<file path="config.mk">
export PLATFORM = sky130hd
export DESIGN_NAME = dma_irq_seqr
export DESIGN_NICKNAME = d
export VERILOG_FILES = /design/src/rtl/dma_irq_pkg.sv /design/src/rtl/dma_irq_fsm.sv /design/src/rtl/dma_irq_fields.sv /design/src/rtl/dma_irq_gate.sv /design/src/rtl/dma_irq_seqr.sv
export SDC_FILE = /design/constraint.sdc
export NUM_CORES = 1
export LEC_CHECK = 0
export ABC_CLOCK_PERIOD_IN_PS = 1300
export BUFFER_PORTS_ARGS = -buffer_cell sky130_fd_sc_hd__buf_2
export CORE_ASPECT_RATIO = 0.5
export CORE_MARGIN = 3
export CORE_UTILIZATION = 46
export CTS_CLUSTER_DIAMETER = 120
export DETAILED_ROUTE_END_ITERATION = 10
export GPL_TIMING_DRIVEN = 0
export PLACE_DENSITY = 0.82
export SKIP_CTS_REPAIR_TIMING = 1
export SLEW_MARGIN = 30
export SYNTH_ARGS = -nofsm -noshare
export SYNTH_HDL_FRONTEND = slang
export SYNTH_HIERARCHICAL = 1
export SYNTH_SLANG_ARGS = --single-unit
export TNS_END_PERCENT = 10
</file>
<file path="constraint.sdc">
create_clock -name clk_i -period 1.3 [get_ports clk_i]
set_input_delay 0 -clock clk_i [delete_from_list [all_inputs] [get_ports clk_i]]
set_output_delay 0 -clock clk_i [all_outputs]
set_load 0.02 [all_outputs]
</file>
<file path="src/rtl/dma_irq_pkg.sv">
package dma_irq_pkg;
  localparam int BYTE_W = 8;
  localparam int ADDR_W = 2 * BYTE_W;
  localparam int NCAUSE = 3;

  // flag positions that select trailing bytes
  localparam int B_ADR_LO = 2;
  localparam int B_ADR_HI = 3;
  localparam int B_ICTL   = 4;
  localparam int I_PCTL   = 3;
  localparam int I_VEC    = 4;
  // condition enables in the interrupt control field
  localparam int I_MATCH  = 0;
  localparam int I_EOB    = 1;
  localparam int I_RDY    = 6;
  // cause bit order
  localparam int C_MATCH  = 0;
  localparam int C_EOB    = 1;
  localparam int C_RDY    = 2;

  typedef enum logic [2:0] {
    S_IDLE   = 3'd0,
    S_ADR_LO = 3'd1,
    S_ADR_HI = 3'd2,
    S_ICTL   = 3'd3,
    S_PCTL   = 3'd4,
    S_VEC    = 3'd5
  } seq_state_e;

  function automatic seq_state_e after_base(input logic [BYTE_W-1:0] b);
    if (b[B_ADR_LO])      return S_ADR_LO;
    else if (b[B_ADR_HI]) return S_ADR_HI;
    else if (b[B_ICTL])   return S_ICTL;
    else                  return S_IDLE;
  endfunction

  function automatic seq_state_e after_ictl(input logic [BYTE_W-1:0] c);
    if (c[I_PCTL])     return S_PCTL;
    else if (c[I_VEC]) return S_VEC;
    else               return S_IDLE;
  endfunction
endpackage

</file>
<file path="src/rtl/dma_irq_fsm.sv">
module dma_irq_fsm
  import dma_irq_pkg::*;
(
  input  logic              clk_i,
  input  logic              rst_ni,
  input  logic              wr_valid_i,
  input  logic [BYTE_W-1:0] wr_data_i,
  input  logic              cmd_reset_i,
  output seq_state_e        state_o,
  output logic              take_o,
  output logic              busy_o
);
  seq_state_e state_q, state_d;
  logic hi_q, ictl_q, vec_q;   // pending flags captured from earlier bytes
  logic hi_d, ictl_d, vec_d;

  assign take_o = wr_valid_i && !cmd_reset_i;

  always_comb begin
    state_d = state_q;
    hi_d    = hi_q;
    ictl_d  = ictl_q;
    vec_d   = vec_q;
    if (cmd_reset_i) begin
      state_d = S_IDLE;
    end else if (wr_valid_i) begin
      unique case (state_q)
        S_IDLE: begin
          state_d = after_base(wr_data_i);
          hi_d    = wr_data_i[B_ADR_HI];
          ictl_d  = wr_data_i[B_ICTL];
        end
        S_ADR_LO: begin
          if (hi_q)        state_d = S_ADR_HI;
          else if (ictl_q) state_d = S_ICTL;
          else             state_d = S_IDLE;
        end
        S_ADR_HI: state_d = ictl_q ? S_ICTL : S_IDLE;
        S_ICTL: begin
          state_d = after_ictl(wr_data_i);
          vec_d   = wr_data_i[I_VEC];
        end
        S_PCTL:  state_d = vec_q ? S_VEC : S_IDLE;
        S_VEC:   state_d = S_IDLE;
        default: state_d = S_IDLE;
      endcase
    end
  end

  always_ff @(posedge clk_i or negedge rst_ni) begin
    if (!rst_ni) begin
      state_q <= S_IDLE;
      hi_q    <= 1'b0;
      ictl_q  <= 1'b0;
      vec_q   <= 1'b0;
    end else begin
      state_q <= state_d;
      hi_q    <= hi_d;
      ictl_q  <= ictl_d;
      vec_q   <= vec_d;
    end
  end

  assign state_o = state_q;
  assign busy_o  = (state_q != S_IDLE);

  a_r5_cmd_reset_idle: assert property (@(posedge clk_i) disable iff (!rst_ni)
    cmd_reset_i |=> !busy_o);
  a_r4_vec_last: assert property (@(posedge clk_i) disable iff (!rst_ni)
    (state_q == S_VEC && wr_valid_i) |=> !busy_o);
  a_r2_legal_state: assert property (@(posedge clk_i) disable iff (!rst_ni)
    state_q inside {S_IDLE, S_ADR_LO, S_ADR_HI, S_ICTL, S_PCTL, S_VEC});
endmodule

</file>
<file path="src/rtl/dma_irq_fields.sv">
module dma_irq_fields
  import dma_irq_pkg::*;
(
  input  logic              clk_i,
  input  logic              rst_ni,
  input  logic              take_i,
  input  seq_state_e        state_i,
  input  logic [BYTE_W-1:0] wr_data_i,
  output logic [BYTE_W-1:0] base_o,
  output logic [ADDR_W-1:0] addr_o,
  output logic [BYTE_W-1:0] ictl_o,
  output logic [BYTE_W-1:0] pctl_o,
  output logic [BYTE_W-1:0] vec_o
);
  localparam int NF = 6;
  logic [NF-1:0]     we;
  logic [BYTE_W-1:0] fld_q [NF];

  // field index equals the state that accepts it
  for (genvar i = 0; i < NF; i++) begin : g_fld
    assign we[i] = take_i && (state_i == seq_state_e'(i));
    always_ff @(posedge clk_i or negedge rst_ni) begin
      if (!rst_ni)    fld_q[i] <= '0;
      else if (we[i]) fld_q[i] <= wr_data_i;
    end
  end

  assign base_o = fld_q[S_IDLE];
  assign addr_o = {fld_q[S_ADR_HI], fld_q[S_ADR_LO]};
  assign ictl_o = fld_q[S_ICTL];
  assign pctl_o = fld_q[S_PCTL];
  assign vec_o  = fld_q[S_VEC];

  a_r4_one_field_written: assert property (@(posedge clk_i) disable iff (!rst_ni)
    $onehot0(we));
endmodule

</file>
<file path="src/rtl/dma_irq_gate.sv">
module dma_irq_gate
  import dma_irq_pkg::*;
(
  input  logic              clk_i,
  input  logic              rst_ni,
  input  logic [BYTE_W-1:0] ictl_i,
  input  logic              cmd_ei_i,
  input  logic              cfg_ie_i,
  input  logic              stop_match_i,
  input  logic              stop_eob_i,
  input  logic              match_evt_i,
  input  logic              eob_evt_i,
  input  logic              bus_released_i,
  input  logic              rdy_i,
  input  logic              irq_clr_i,
  output logic              irq_o,
  output logic [NCAUSE-1:0] cause_o
);
  logic armed_q, rdy_q, pm_q, pe_q, irq_q;
  logic [NCAUSE-1:0] cause_q, fire;
  logic en, rdy_rise;

  assign en       = armed_q || cfg_ie_i;
  assign rdy_rise = rdy_i && !rdy_q;

  assign fire[C_MATCH] = pm_q && bus_released_i && en;
  assign fire[C_EOB]   = pe_q && bus_released_i && en;
  assign fire[C_RDY]   = rdy_rise && ictl_i[I_RDY] && en;

  always_ff @(posedge clk_i or negedge rst_ni) begin
    if (!rst_ni) begin
      armed_q <= 1'b0;
      rdy_q   <= 1'b0;
      pm_q    <= 1'b0;
      pe_q    <= 1'b0;
      irq_q   <= 1'b0;
      cause_q <= '0;
    end else begin
      rdy_q <= rdy_i;
      if (cmd_ei_i) armed_q <= 1'b1;
      if (irq_clr_i) begin
        pm_q    <= 1'b0;
        pe_q    <= 1'b0;
        irq_q   <= 1'b0;
        cause_q <= '0;
      end else begin
        if (match_evt_i && ictl_i[I_MATCH] && (stop_match_i || stop_eob_i)) pm_q <= 1'b1;
        if (eob_evt_i && ictl_i[I_EOB] && stop_eob_i)                       pe_q <= 1'b1;
        if (|fire) irq_q <= 1'b1;
        cause_q <= cause_q | fire;
      end
    end
  end

  assign irq_o   = irq_q;
  assign cause_o = cause_q;

  a_r10_hold: assert property (@(posedge clk_i) disable iff (!rst_ni)
    (irq_o && !irq_clr_i) |=> irq_o);
  a_r10_clear_wins: assert property (@(posedge clk_i) disable iff (!rst_ni)
    irq_clr_i |=> (!irq_o && cause_o == '0));
  a_r6_bus_released: assert property (@(posedge clk_i) disable iff (!rst_ni)
    ($rose(irq_o) && cause_o[C_MATCH]) |-> $past(bus_released_i));
  a_r9_armed: assert property (@(posedge clk_i) disable iff (!rst_ni)
    $rose(irq_o) |-> $past(armed_q || cfg_ie_i));
  a_r11_cond_enabled: assert property (@(posedge clk_i) disable iff (!rst_ni)
    $rose(irq_o) |-> $past(|(ictl_i & 8'h43) || pm_q || pe_q));
endmodule

</file>
<file path="src/rtl/dma_irq_seqr.sv">
module dma_irq_seqr
  import dma_irq_pkg::*;
(
  input  logic        clk_i,
  input  logic        rst_ni,
  input  logic        wr_valid_i,
  input  logic [7:0]  wr_data_i,
  input  logic        cmd_reset_i,
  input  logic        cmd_ei_i,
  input  logic        cfg_ie_i,
  input  logic        stop_match_i,
  input  logic        stop_eob_i,
  input  logic        match_evt_i,
  input  logic        eob_evt_i,
  input  logic        bus_released_i,
  input  logic        rdy_i,
  input  logic        irq_clr_i,
  output logic        busy_o,
  output logic [7:0]  base_o,
  output logic [15:0] portb_addr_o,
  output logic [7:0]  int_ctrl_o,
  output logic [7:0]  pulse_ctrl_o,
  output logic [7:0]  vector_o,
  output logic        irq_o,
  output logic [2:0]  irq_cause_o
);
  seq_state_e        state;
  logic              take;
  logic [BYTE_W-1:0] ictl;

  dma_irq_fsm u_fsm (
    .clk_i, .rst_ni, .wr_valid_i, .wr_data_i, .cmd_reset_i,
    .state_o(state), .take_o(take), .busy_o(busy_o)
  );

  dma_irq_fields u_fields (
    .clk_i, .rst_ni, .take_i(take), .state_i(state), .wr_data_i,
    .base_o(base_o), .addr_o(portb_addr_o), .ictl_o(ictl),
    .pctl_o(pulse_ctrl_o), .vec_o(vector_o)
  );

  dma_irq_gate u_gate (
    .clk_i, .rst_ni, .ictl_i(ictl), .cmd_ei_i, .cfg_ie_i,
    .stop_match_i, .stop_eob_i, .match_evt_i, .eob_evt_i,
    .bus_released_i, .rdy_i, .irq_clr_i,
    .irq_o(irq_o), .cause_o(irq_cause_o)
  );

  assign int_ctrl_o = ictl;
endmodule

</file>
==> impl_metrics.ini <==
[setup_path]
reg2reg_slack_ps = -280
reg2reg_depth = 4
r2r_start = u_fsm/state_o[2]
crit_arrival_ps = 1790
crit_type = register to register
reg2reg_to = u_fields/addr_o[3]
required_ps = 1510
crit_path_max_fanout = 8
endpoint_kind = register
critPathLaunchType = register

[cts]
max-clock-path-buffers = 2
clock_latency_ps = 340
cts_root_buf = clkbuf_8
h-tree-depth = 3
clock_sinks = 62
cts_buffers = 9
cts_tree = built
clk_pin_slew_ps = 70

[global_route]
grt_max_degree = 63
grt_pass1_vias = 1807
grt_usage = 0.1932
antenna_found_initial = 0
grt_pass1_wl_um = 9059
grt-ovfl-total = 0

[pwr]
intPower_uw = 3961
swShare = 0.2943
combPwrFrac = 0.228
netSwitchingPower_uw = 1652
pwr-share-seq = 0.426
power_uw = 5613
total_leakage_power_uw = 0.001798
p_clk_frac = 0.346
peakVddDrop_v = 0.0007511
powerDensity_mw_per_mm2 = 1575

[sta]
max_slew_margin = 0.4991
fin_crit_sh = 1.216
tightest_slew_ps = 751.4
fin_crit_ps = 1581
grt_setup_unrepaired = yes
finalHoldViolations = 0
setup_viol = 52
finClkSkew_ps = 8.021
setup_slack_ps = -280.8
fin_setup_tns_ps = -8815
clock.fmax_mhz = 632.6
report.final.slew_viol_count = 0

[synth]
yosysSeqAreaShare = 0.6191
syn-mean-instance-area_um2 = 14.16
synth_top_area_frac = 0.6191
synth_warnings = 6
synth_seq_cells = 62
synth.largest_area_cell = dfrtp_1
synth.net_count = 198
synth.distinct_cells = 33
netlist_instances = 177
syn-cell-area_mm2 = 0.002506
yosys-top-cells-area = dfrtp_1, mux2_2, nor2_1

[finish]
diodes = 0
final_layout_size_suffix_gt1_frac = 0.5749
final_common_cell = buf_2
nNetsFinal = 303
postLayoutCoreUtil = 0.7001
n_fill_cell = 317
stdcell_area_mm2 = 0.003563
final_cell_mix = buf_2, dfrtp_1, mux2_2
area_delta_synth_final_pct = 42.19

[floorplan]
initial_core_util = 0.4924
io_pins = 74
die-area_mm2 = 0.006424
rows = 18
core-area_mm2 = 0.005090
die_w_um = 110.4
dieHeight_um = 58.20

[drt]
drc_errors = 0
first_pass_iters = 4
routedWlPerCell_um = 19.60
dr.first_iter.drc_count = 185
viasPerCell = 5.406
wirelength_um = 6998
ant_nets = 0
via_count = 1930

[worst_hold_path]
worstHoldPathType = primary input to register
worstHoldEndpoint = u_fsm/state_o[0]
whs_path_depth = 3
hold_path.startpoint = cmd_reset_i

[run_status]
outcome = finished with violations
violations = setup timing

[place]
hpwl_um = 3889
place_congestion = 0.7716
port_buffers = 73
post_dp_cell_area_mm2 = 0.002962
place_ws_ps = -447.1

[job]
cap_violations = 0
[state kept, by name, indices dropped and copies added (netlist names)]
name,count
u_fields/addr_o,16
u_fields/base_o,8
u_fields/ictl_o,8
u_fields/pctl_o,8
u_fields/vec_o,8
u_fsm/hi_q,1
u_fsm/ictl_q,1
u_fsm/state_o,3
u_fsm/vec_q,1
u_gate/armed_q,1
u_gate/cause_o,3
u_gate/irq_o,1
u_gate/pe_q,1
u_gate/pm_q,1
u_gate/rdy_q,1
[synthesized netlist by cell type]
library cell and number:
dfrtp_1 62, mux2_2 48, nor2_1 9, inv_1 7, a21oi_1 6, nand2_1 5, a31oi_1 3, buf_2 3
nor4bb_1 3, o21ai_1 3, nand3_1 2, nand4b_1 2, nor2b_1 2, o211ai_1 2, o21ai_0 2, a211oi_1 1
a221oi_1 1, a311o_1 1, buf_6 1, clkbuf_1 1, clkbuf_2 1, mux2_1 1, nor3_1 1, nor3b_2 1
nor4b_1 1, nor4b_4 1, o2111ai_1 1, o21a_2 1, o21ai_2 1, o22ai_1 1, or2_2 1, or3_1 1
or3b_1 1
[metrics by stage]
step           std cells  hold slack (ps)
5_1_grt              357            21.05
3_5_place_dp         320            116.9
2_1_floorplan        177           -295.6
3_3_place_gp         320            130.6
4_1_cts              336           -242.4
6_report             357            10.94
[layout make-up]
class                      instances  area (um2)  area share
sequential                        62        1554      0.4361
buffer                             6       67.56     0.01896
timing repair buffer              94       584.3      0.1640
inverter                           7       26.28    0.007374
clock buffer                      12       155.1     0.04354
tap                               70       87.58     0.02458
clock inverter                     4       77.57     0.02177
multi-input combinational        102        1011      0.2837
[worst max-delay path, cell delays in order, from the launching register on]
cell      delay, ps
dfrtp_2         440
buf_12          150
nor4bb_4        320
buf_6           200
mux2_2          350
[worst max-delay path by stage]
| stage | start | end | slack [ps] | depth (start not counted) |
|---|---|---|---|---|
| final | u_fsm/state_o[2] | u_fields/addr_o[3] | -280 | 4 |
| after global routing | u_fsm/state_o[2] | u_fields/addr_o[3] | -320 | 4 |
| after CTS | u_fsm/state_o[2] | u_fields/vec_o[3] | -480 | 2 |
| after detailed placement | u_fsm/state_o[0] | u_fields/base_o[0] | -450 | 3 |
| after global placement | u_fsm/state_o[0] | u_fields/base_o[5] | -420 | 3 |
| after floorplan | u_fsm/state_o[0] | u_fields/base_o[0] | -170 | 3 |
[power by group through the flow]
stage / sequential [uW] / clock (uW) / combinational (uW)
5_1_grt: 2420 / 2070 / 1340
2_1_floorplan: 2700 / 0 / 340
3_5_place_dp: 2400 / 0 / 1110
4_1_cts: 2370 / 1960 / 1120
6_report: 2390 / 1940 / 1280
3_3_place_gp: 2380 / 0 / 1080
[layer usage]
layer	vias up	track usage	wire length [um]
li1	852	-	-
met1	998	0.2250	2836
met2	65	0.3328	3736
met3	15	0.07341	335
met4	0	0.06491	90
met5	-	0	0
[cells by family (layout without fill, tap and decap cells)]
kind of cell           Yosys count  count (layout)  synth area share
buffers and inverters           13             123           0.02446
flip-flops                      62              62            0.6191
multiplexers                    49              49            0.2202
AND/OR/NAND/NOR                 30              30           0.07739
AO/OA/AOI/OAI                   23              23           0.05891
No activity file was read; power rests on OpenSTA's default activity.
